$ cat config.mk
export PLATFORM = sky130hd
export DESIGN_NAME = ccd_line_classifier
export DESIGN_NICKNAME = d
export VERILOG_FILES = /design/src/rtl/ccd_pkg.sv /design/src/rtl/recip_mean.sv /design/src/rtl/blk_stats.sv /design/src/rtl/ccd_line_classifier.sv
export SDC_FILE = /design/constraint.sdc
export NUM_CORES = 2
export LEC_CHECK = 0
export ABC_AREA = 1
export BUFFER_PORTS_ARGS = -buffer_cell sky130_fd_sc_hd__buf_2
export CAP_MARGIN = 40
export CORE_MARGIN = 3
export CORE_UTILIZATION = 62
export DETAILED_ROUTE_END_ITERATION = 8
export GPL_TIMING_DRIVEN = 0
export HOLD_SLACK_MARGIN = 0.02
export PLACE_DENSITY = 0.78
export SLEW_MARGIN = 20
export SYNTH_ARGS = -nofsm -noshare
export SYNTH_HDL_FRONTEND = slang
export SYNTH_SLANG_ARGS = --single-unit
$ cat constraint.sdc
create_clock -name clk -period 13.1 [get_ports clk]
set_input_delay 1.31 -clock clk [delete_from_list [all_inputs] [get_ports clk]]
set_output_delay 1.31 -clock clk [all_outputs]
set_load 0.1 [all_outputs]
$ cat src/rtl/ccd_pkg.sv
package ccd_pkg;

    typedef enum logic [1:0] {
        TAG_DUMMY = 2'd0,
        TAG_OB    = 2'd1,
        TAG_EFF   = 2'd2
    } pix_tag_t;

    typedef enum logic [1:0] {
        S_IDLE,
        S_LEAD,
        S_EFF,
        S_TRAIL
    } line_state_t;

endpackage

$ cat src/rtl/recip_mean.sv
// Rounded mean by a constant divisor: floor((num + DIV/2) / DIV),
// computed as a multiply by a ceiling reciprocal and a right shift.
module recip_mean #(
    parameter int NUMW = 16,
    parameter int DIV  = 50,
    parameter int OUTW = 12
) (
    input  logic [NUMW-1:0] num,
    output logic [OUTW-1:0] mean
);
    localparam int DB  = $clog2(DIV + 1);
    localparam int SH  = NUMW + DB + 1;
    localparam int RW  = SH + 1;
    localparam int PRW = NUMW + 1 + RW;
    localparam longint unsigned RECIP =
        ((64'd1 << SH) + 64'(DIV) - 64'd1) / 64'(DIV);

    logic [NUMW:0]  biased;
    logic [PRW-1:0] prod;
    logic [PRW-1:0] shifted;

    always_comb begin
        biased  = {1'b0, num} + (NUMW+1)'(DIV / 2);
        prod    = PRW'(biased) * PRW'(RECIP);
        shifted = prod >> SH;
        mean    = shifted[OUTW-1:0];
    end

endmodule

$ cat src/rtl/blk_stats.sv
// Per-block max/min/mean over consecutive effective pixels.
module blk_stats #(
    parameter int DW  = 12,
    parameter int BLK = 100,
    parameter int EFF = 10680
) (
    input  logic                                clk,
    input  logic                                rst_n,
    input  logic                                en,
    input  logic                                first,
    input  logic                                last,
    input  logic [DW-1:0]                       sample,
    output logic                                blk_valid,
    output logic [$clog2((EFF+BLK-1)/BLK+1)-1:0] blk_idx,
    output logic [DW-1:0]                       blk_max,
    output logic [DW-1:0]                       blk_min,
    output logic [DW-1:0]                       blk_mean
);
    localparam int CW  = $clog2(BLK + 1);
    localparam int SW  = DW + $clog2(BLK + 1);
    localparam int NB  = (EFF + BLK - 1) / BLK;
    localparam int BW  = $clog2(NB + 1);
    localparam int REM = EFF % BLK;

    logic [CW-1:0] cnt_q, cur_cnt;
    logic [DW-1:0] max_q, min_q, cur_max, cur_min;
    logic [SW-1:0] sum_q, cur_sum;
    logic [BW-1:0] no_q, cur_no;
    logic          start, close;
    logic [DW-1:0] mean_full, mean_last;

    always_comb begin
        start   = first || (cnt_q == '0);
        cur_cnt = start ? CW'(1) : cnt_q + 1'b1;
        cur_max = (start || sample > max_q) ? sample : max_q;
        cur_min = (start || sample < min_q) ? sample : min_q;
        cur_sum = start ? SW'(sample) : sum_q + SW'(sample);
        cur_no  = first ? '0 : no_q;
        close   = (cur_cnt == CW'(BLK)) || last;
    end

    recip_mean #(.NUMW(SW), .DIV(BLK), .OUTW(DW)) u_mean_full (
        .num  (cur_sum),
        .mean (mean_full)
    );

    generate
        if (REM != 0) begin : g_short_tail
            logic [DW-1:0] mean_rem;
            recip_mean #(.NUMW(SW), .DIV(REM), .OUTW(DW)) u_mean_rem (
                .num  (cur_sum),
                .mean (mean_rem)
            );
            assign mean_last = last ? mean_rem : mean_full;
        end else begin : g_even_tail
            assign mean_last = mean_full;
        end
    endgenerate

    always_ff @(posedge clk or negedge rst_n) begin
        if (!rst_n) begin
            cnt_q     <= '0;
            max_q     <= '0;
            min_q     <= '0;
            sum_q     <= '0;
            no_q      <= '0;
            blk_valid <= 1'b0;
            blk_idx   <= '0;
            blk_max   <= '0;
            blk_min   <= '0;
            blk_mean  <= '0;
        end else begin
            blk_valid <= 1'b0;
            if (en) begin
                if (close) begin
                    cnt_q     <= '0;
                    no_q      <= cur_no + 1'b1;
                    blk_valid <= 1'b1;
                    blk_idx   <= cur_no;
                    blk_max   <= cur_max;
                    blk_min   <= cur_min;
                    blk_mean  <= mean_last;
                end else begin
                    cnt_q <= cur_cnt;
                    max_q <= cur_max;
                    min_q <= cur_min;
                    sum_q <= cur_sum;
                    no_q  <= cur_no;
                end
            end
        end
    end

endmodule

$ cat src/rtl/ccd_line_classifier.sv
module ccd_line_classifier
    import ccd_pkg::*;
#(
    parameter int DW       = 12,
    parameter int LEAD     = 69,
    parameter int OB_FIRST = 18,
    parameter int OB_LAST  = 67,
    parameter int EFF      = 10680,
    parameter int TRAIL    = 6,
    parameter int BLK      = 100
) (
    input  logic                                 clk,
    input  logic                                 rst_n,
    input  logic                                 in_valid,
    input  logic                                 in_sol,
    input  logic [DW-1:0]                        in_sample,
    input  logic                                 meas_mode,
    output logic                                 out_valid,
    output logic [1:0]                           out_tag,
    output logic [DW-1:0]                        out_pix,
    output logic [$clog2(EFF+1)-1:0]             out_idx,
    output logic                                 line_err,
    output logic [DW-1:0]                        black_level,
    output logic                                 black_valid,
    output logic                                 blk_valid,
    output logic [$clog2((EFF+BLK-1)/BLK+1)-1:0] blk_idx,
    output logic [DW-1:0]                        blk_max,
    output logic [DW-1:0]                        blk_min,
    output logic [DW-1:0]                        blk_mean
);
    localparam int LINE = LEAD + EFF + TRAIL;
    localparam int PW   = $clog2(LINE + 1);
    localparam int IW   = $clog2(EFF + 1);
    localparam int OBN  = OB_LAST - OB_FIRST + 1;
    localparam int OSW  = DW + $clog2(OBN + 1);

    line_state_t      state_q, state_d;
    logic [PW-1:0]    pos_q, pos_d;
    logic             accept, abort;
    pix_tag_t         tag_d;
    logic [IW-1:0]    eidx_d;
    logic             meas_q;
    logic [OSW-1:0]   ob_sum_q, ob_next;
    logic [DW-1:0]    black_d;
    logic [DW:0]      diff;
    logic [DW-1:0]    corr;
    logic             blk_en;

    // position, class and next state
    always_comb begin
        accept = in_valid && (in_sol || state_q != S_IDLE);
        abort  = accept && in_sol && state_q != S_IDLE;
        pos_d  = in_sol ? PW'(1) : pos_q + 1'b1;

        tag_d  = TAG_DUMMY;
        eidx_d = '0;
        if (pos_d >= PW'(OB_FIRST) && pos_d <= PW'(OB_LAST)) begin
            tag_d = TAG_OB;
        end else if (pos_d > PW'(LEAD) && pos_d <= PW'(LEAD + EFF)) begin
            tag_d  = TAG_EFF;
            eidx_d = IW'(pos_d - PW'(LEAD));
        end

        state_d = state_q;
        unique case (state_q)
            S_IDLE: begin
                if (accept) state_d = S_LEAD;                       // START
            end
            S_LEAD: begin
                if (abort) state_d = S_LEAD;                        // ABORT
                else if (accept && pos_d > PW'(LEAD)) state_d = S_EFF; // TO_EFF
            end
            S_EFF: begin
                if (abort) state_d = S_LEAD;                        // ABORT
                else if (accept && pos_d == PW'(LINE)) state_d = S_IDLE; // DONE
                else if (accept && pos_d > PW'(LEAD + EFF)) state_d = S_TRAIL; // TO_TRAIL
            end
            S_TRAIL: begin
                if (abort) state_d = S_LEAD;                        // ABORT
                else if (accept && pos_d == PW'(LINE)) state_d = S_IDLE; // DONE
            end
            default: state_d = S_IDLE;
        endcase

        ob_next = (pos_d == PW'(OB_FIRST)) ? OSW'(in_sample)
                                            : ob_sum_q + OSW'(in_sample);
        diff    = {1'b0, in_sample} - {1'b0, black_level};
        corr    = diff[DW] ? '0 : diff[DW-1:0];
        blk_en  = accept && (tag_d == TAG_EFF) && meas_q;
    end

    recip_mean #(.NUMW(OSW), .DIV(OBN), .OUTW(DW)) u_black (
        .num  (ob_next),
        .mean (black_d)
    );

    // state register
    always_ff @(posedge clk or negedge rst_n) begin
        if (!rst_n) begin
            state_q <= S_IDLE;
            pos_q   <= '0;
        end else begin
            state_q <= state_d;
            if (accept) pos_q <= pos_d;
        end
    end

    // outputs and line accumulators
    always_ff @(posedge clk or negedge rst_n) begin
        if (!rst_n) begin
            out_valid   <= 1'b0;
            out_tag     <= TAG_DUMMY;
            out_pix     <= '0;
            out_idx     <= '0;
            line_err    <= 1'b0;
            black_level <= '0;
            black_valid <= 1'b0;
            meas_q      <= 1'b0;
            ob_sum_q    <= '0;
        end else begin
            out_valid <= accept;
            line_err  <= abort;
            if (accept) begin
                out_tag <= tag_d;
                out_idx <= eidx_d;
                out_pix <= (tag_d == TAG_EFF) ? corr : in_sample;
                if (in_sol) begin
                    meas_q      <= meas_mode;
                    black_valid <= 1'b0;
                end
                if (tag_d == TAG_OB) ob_sum_q <= ob_next;
                if (pos_d == PW'(OB_LAST)) begin
                    black_level <= black_d;
                    black_valid <= 1'b1;
                end
            end
        end
    end

    blk_stats #(.DW(DW), .BLK(BLK), .EFF(EFF)) u_blk (
        .clk       (clk),
        .rst_n     (rst_n),
        .en        (blk_en),
        .first     (eidx_d == IW'(1)),
        .last      (eidx_d == IW'(EFF)),
        .sample    (in_sample),
        .blk_valid (blk_valid),
        .blk_idx   (blk_idx),
        .blk_max   (blk_max),
        .blk_min   (blk_min),
        .blk_mean  (blk_mean)
    );

endmodule

==> reports/qor.json <==
{
  "floorplan": {
    "core_sq_um": 51900,
    "dieHeight_um": 237,
    "floorplan.io_pins": 104,
    "start_util": 0.635,
    "design.die.area_sq_um": 55900,
    "core.rowCount": 83,
    "die_w_um": 237
  },
  "placement": {
    "globalplace.congestion": 0.955,
    "numPortBuffers": 102,
    "placed_cell_area_sq_um": 34500,
    "dpl.hpwl_mm": 72.2
  },
  "clock_network": {
    "cts-htree-levels": 4,
    "cts.repair_timing.setup_buffer_count": 0,
    "postCtsHoldBufs": 0,
    "cts_root_buffer": "sky130_fd_sc_hd__clkbuf_16",
    "cts.path.max_buffers": 2,
    "post_cts_resize_count": 0,
    "worst_skew_late_latency_ns": 0.49,
    "cts_made_buffers": 17,
    "tritoncts": "yes",
    "cts.reportedPaths.clkPinSlew_ns": 0.08,
    "clock_sink_count": 179
  },
  "synth": {
    "netlist.area_leader.share": 0.248,
    "postSynth.topFlopCell": "sky130_fd_sc_hd__dfrtp_1",
    "synth_top_family_by_area": "adder cells",
    "ys.warnings.count": 0,
    "syn_nets": 4983,
    "synthSimpleGateAreaFrac": 0.149,
    "syn-mean-instance-area_sq_um": 8.35,
    "synth_seq_cells": 179,
    "post_synth_fa_ha_maj_area_fraction": 0.480,
    "asyncSetResetFlopFracSynth": 1.00,
    "synthXorXnorAreaFrac": 0.0305,
    "synth_compound_area_frac": 0.0861,
    "gate_count_of_the_mapped_netlist": 3946,
    "ys_seq_area_frac": 0.136,
    "yosys-mux-area-fraction": 0.000342,
    "synth_top_cell_by_area": "sky130_fd_sc_hd__fa_1",
    "synth_edf_count": 0,
    "synth_area_leaders": "sky130_fd_sc_hd__fa_1 25%, sky130_fd_sc_hd__ha_1 23%, sky130_fd_sc_hd__dfrtp_1 14%",
    "mappedNetlistArea_sq_um": 32900,
    "synth_cell_types": 63
  },
  "detailed_routing": {
    "detailroute.via_count": 26400,
    "detailroute.wirelength.met2_mm": 37.7,
    "top_layer_used": "met5",
    "met3_length_mm": 6.45,
    "detailed_routing_iterations_pass_1": 6,
    "drtIter0Drc": 2039,
    "route.antenna.remaining_nets": 0,
    "remaining_drc_errors": 0,
    "wirelength_mm": 84.6,
    "via_density_per_instance": 5.53,
    "drt-met1-wl_mm": 37.9,
    "route.detailed.wl_per_inst_um": 17.7
  },
  "layout": {
    "drive_above_1_share": 0.0759,
    "area.growth.synth_to_final_pct": 6.60,
    "final_net_count": 5120,
    "final_common_cell": "sky130_fd_sc_hd__inv_1",
    "layout.cell_area.non_filler_sq_um": 35100,
    "final_design_utilization": 0.676,
    "fillers": 4226,
    "most-common-layout-cells": "945 x sky130_fd_sc_hd__inv_1, 623 x sky130_fd_sc_hd__nand2_1, 612 x sky130_fd_sc_hd__ha_1"
  },
  "grt": {
    "track_usage": 0.312,
    "initial_antenna_violation_count": 3,
    "grt_pass1_wl_mm": 139,
    "number_of_global_route_vias_before_repair": 26800,
    "grt_max_degree": 77,
    "grt-ovfl-total": 0
  },
  "flow_run": {
    "cap_viol_max_count": 0
  },
  "setup_path": {
    "critical_path_depth": 55,
    "crit_slowest_cell": "sky130_fd_sc_hd__xor2_1",
    "end_kind": "flip-flop",
    "crit_path_max_fanout": 10,
    "required_time_at_the_worst_slack_endpoint_ns": 13.49,
    "criticalPathCategory": "in2reg",
    "critical_path.n_buffers_inverters": 12,
    "timing.critical_path.to": "u_blk.blk_mean[11]",
    "timing.critical_path.max_delay_family": "adder cells",
    "critical_path.startpoint_type": "input port",
    "crit_path_frequent_cell": "sky130_fd_sc_hd__nand2_1",
    "worstRegToRegCells": 56,
    "r2r-end": "u_blk.blk_mean[11]",
    "regToRegStartpoint": "pos_q[0]",
    "wp_data_arrival_ns": 12.70,
    "timing.reg2reg.setup_slack_ns": 1.04,
    "timing.critical_path.from": "in_sol",
    "timing.critical_path.slowest_cell_delay_ns": 0.67
  },
  "sta": {
    "aggregate_negative_setup_slack_ns": 0,
    "worst_slew_margin_rel": 0.395,
    "slew_viol_final": 0,
    "min_clock_period_post_route_ns": 12.31,
    "max_slew.worst_pin.slew_ns": 0.900,
    "finalSetupViolCount": 0,
    "finalHoldViolations": 0,
    "achievable-frequency_ghz": 0.0812,
    "fin_crit_sh": 0.940,
    "rsz0062_at_grt": "false",
    "finalClockSkew_ns": 0.0242
  },
  "min_path": {
    "min_from": "u_blk.blk_max[4]",
    "worstHoldPathType": "reg2reg"
  },
  "status": {
    "run_status": "completed"
  }
}
==> layout make-up <==
type | count | area (sq um) | area share
Antenna cell | 1 | 2.50 | 0.0000712
Buffer | 48 | 231 | 0.00659
Clock buffer | 17 | 425 | 0.0121
Clock inverter | 15 | 203 | 0.00577
Inverter | 973 | 3660 | 0.104
Multi-Input combinational cell | 2746 | 24600 | 0.700
Sequential cell | 179 | 4480 | 0.128
Tap cell | 680 | 851 | 0.0242
Timing Repair Buffer | 118 | 681 | 0.0194
==> cells by family after synthesis <==
logic type,after synthesis
compound gates,500
xor+xnor,111
fa+ha+maj,1020
buf+inv,1021
flops,179
mux,1
simple gates,1114
==> state kept, by name, indices dropped and copies added, names as in the netlist, 14 cells and up <==
name and count:
ob_sum_q 18, out_idx 14, pos_q 14, u_blk.sum_q 19
==> how the worst min path moves through the flow <==
stage                                  end  slack (ns)  depth (start not counted)
after floorplan             u_blk.sum_q[2]        0.45                          2
after global placement    u_blk.blk_max[4]        0.45                          2
after detailed placement  u_blk.blk_max[9]        0.46                          2
after CTS                 u_blk.blk_max[9]        0.48                          2
after global routing          ob_sum_q[15]        0.50                          2
final                     u_blk.blk_max[4]        0.47                          2
==> synth_stat cells, types with 13 or more instances <==
cell                         n
sky130_fd_sc_hd__inv_1     945
sky130_fd_sc_hd__nand2_1   623
sky130_fd_sc_hd__ha_1      612
sky130_fd_sc_hd__fa_1      408
sky130_fd_sc_hd__o21ai_0   210
sky130_fd_sc_hd__nor2_1    194
sky130_fd_sc_hd__dfrtp_1   179
sky130_fd_sc_hd__a21oi_1   178
sky130_fd_sc_hd__nand3_1   120
sky130_fd_sc_hd__xor2_1     81
sky130_fd_sc_hd__nand4_1    37
sky130_fd_sc_hd__nor3_1     35
sky130_fd_sc_hd__nor2_2     30
sky130_fd_sc_hd__xnor2_1    27
sky130_fd_sc_hd__clkbuf_1   26
sky130_fd_sc_hd__inv_2      26
sky130_fd_sc_hd__buf_2      17
sky130_fd_sc_hd__or2_2      16
sky130_fd_sc_hd__nand2_2    13
==> metrics by stage <==
step                hold slack [ns]  setup WS [ns]  std cells
floorplan                     0.446           2.55       3946
global placement              0.452         -0.169       4728
detailed placement            0.459          0.697       4742
CTS                           0.477           1.12       4774
global route                  0.502         0.0967       4776
finish                        0.475          0.791       4777
==> per-layer routing <==
layer,global-route usage,vias up
met1,0.444,12700
met2,0.491,842
met3,0.0540,169
met4,0.0909,4
met5,0,-
li1,-,12600
==> worst reg2reg max path: cells and delay by family, from the launching register on <==
| family | cells | cell delay [ns] |
|---|---|---|
| adders and majority gates | 11 | 4.48 |
| and+or+nand+nor | 24 | 2.92 |
| AOI/OAI and AO/OA | 8 | 1.83 |
| buffers and inverters | 12 | 1.62 |
| xor gates and xnor gates | 1 | 0.67 |
| DFF | 1 | 0.43 |
Power is left out: the tool's default activity adds up to more than one toggle a clock period on the data nets, which glitch-free logic cannot reach.
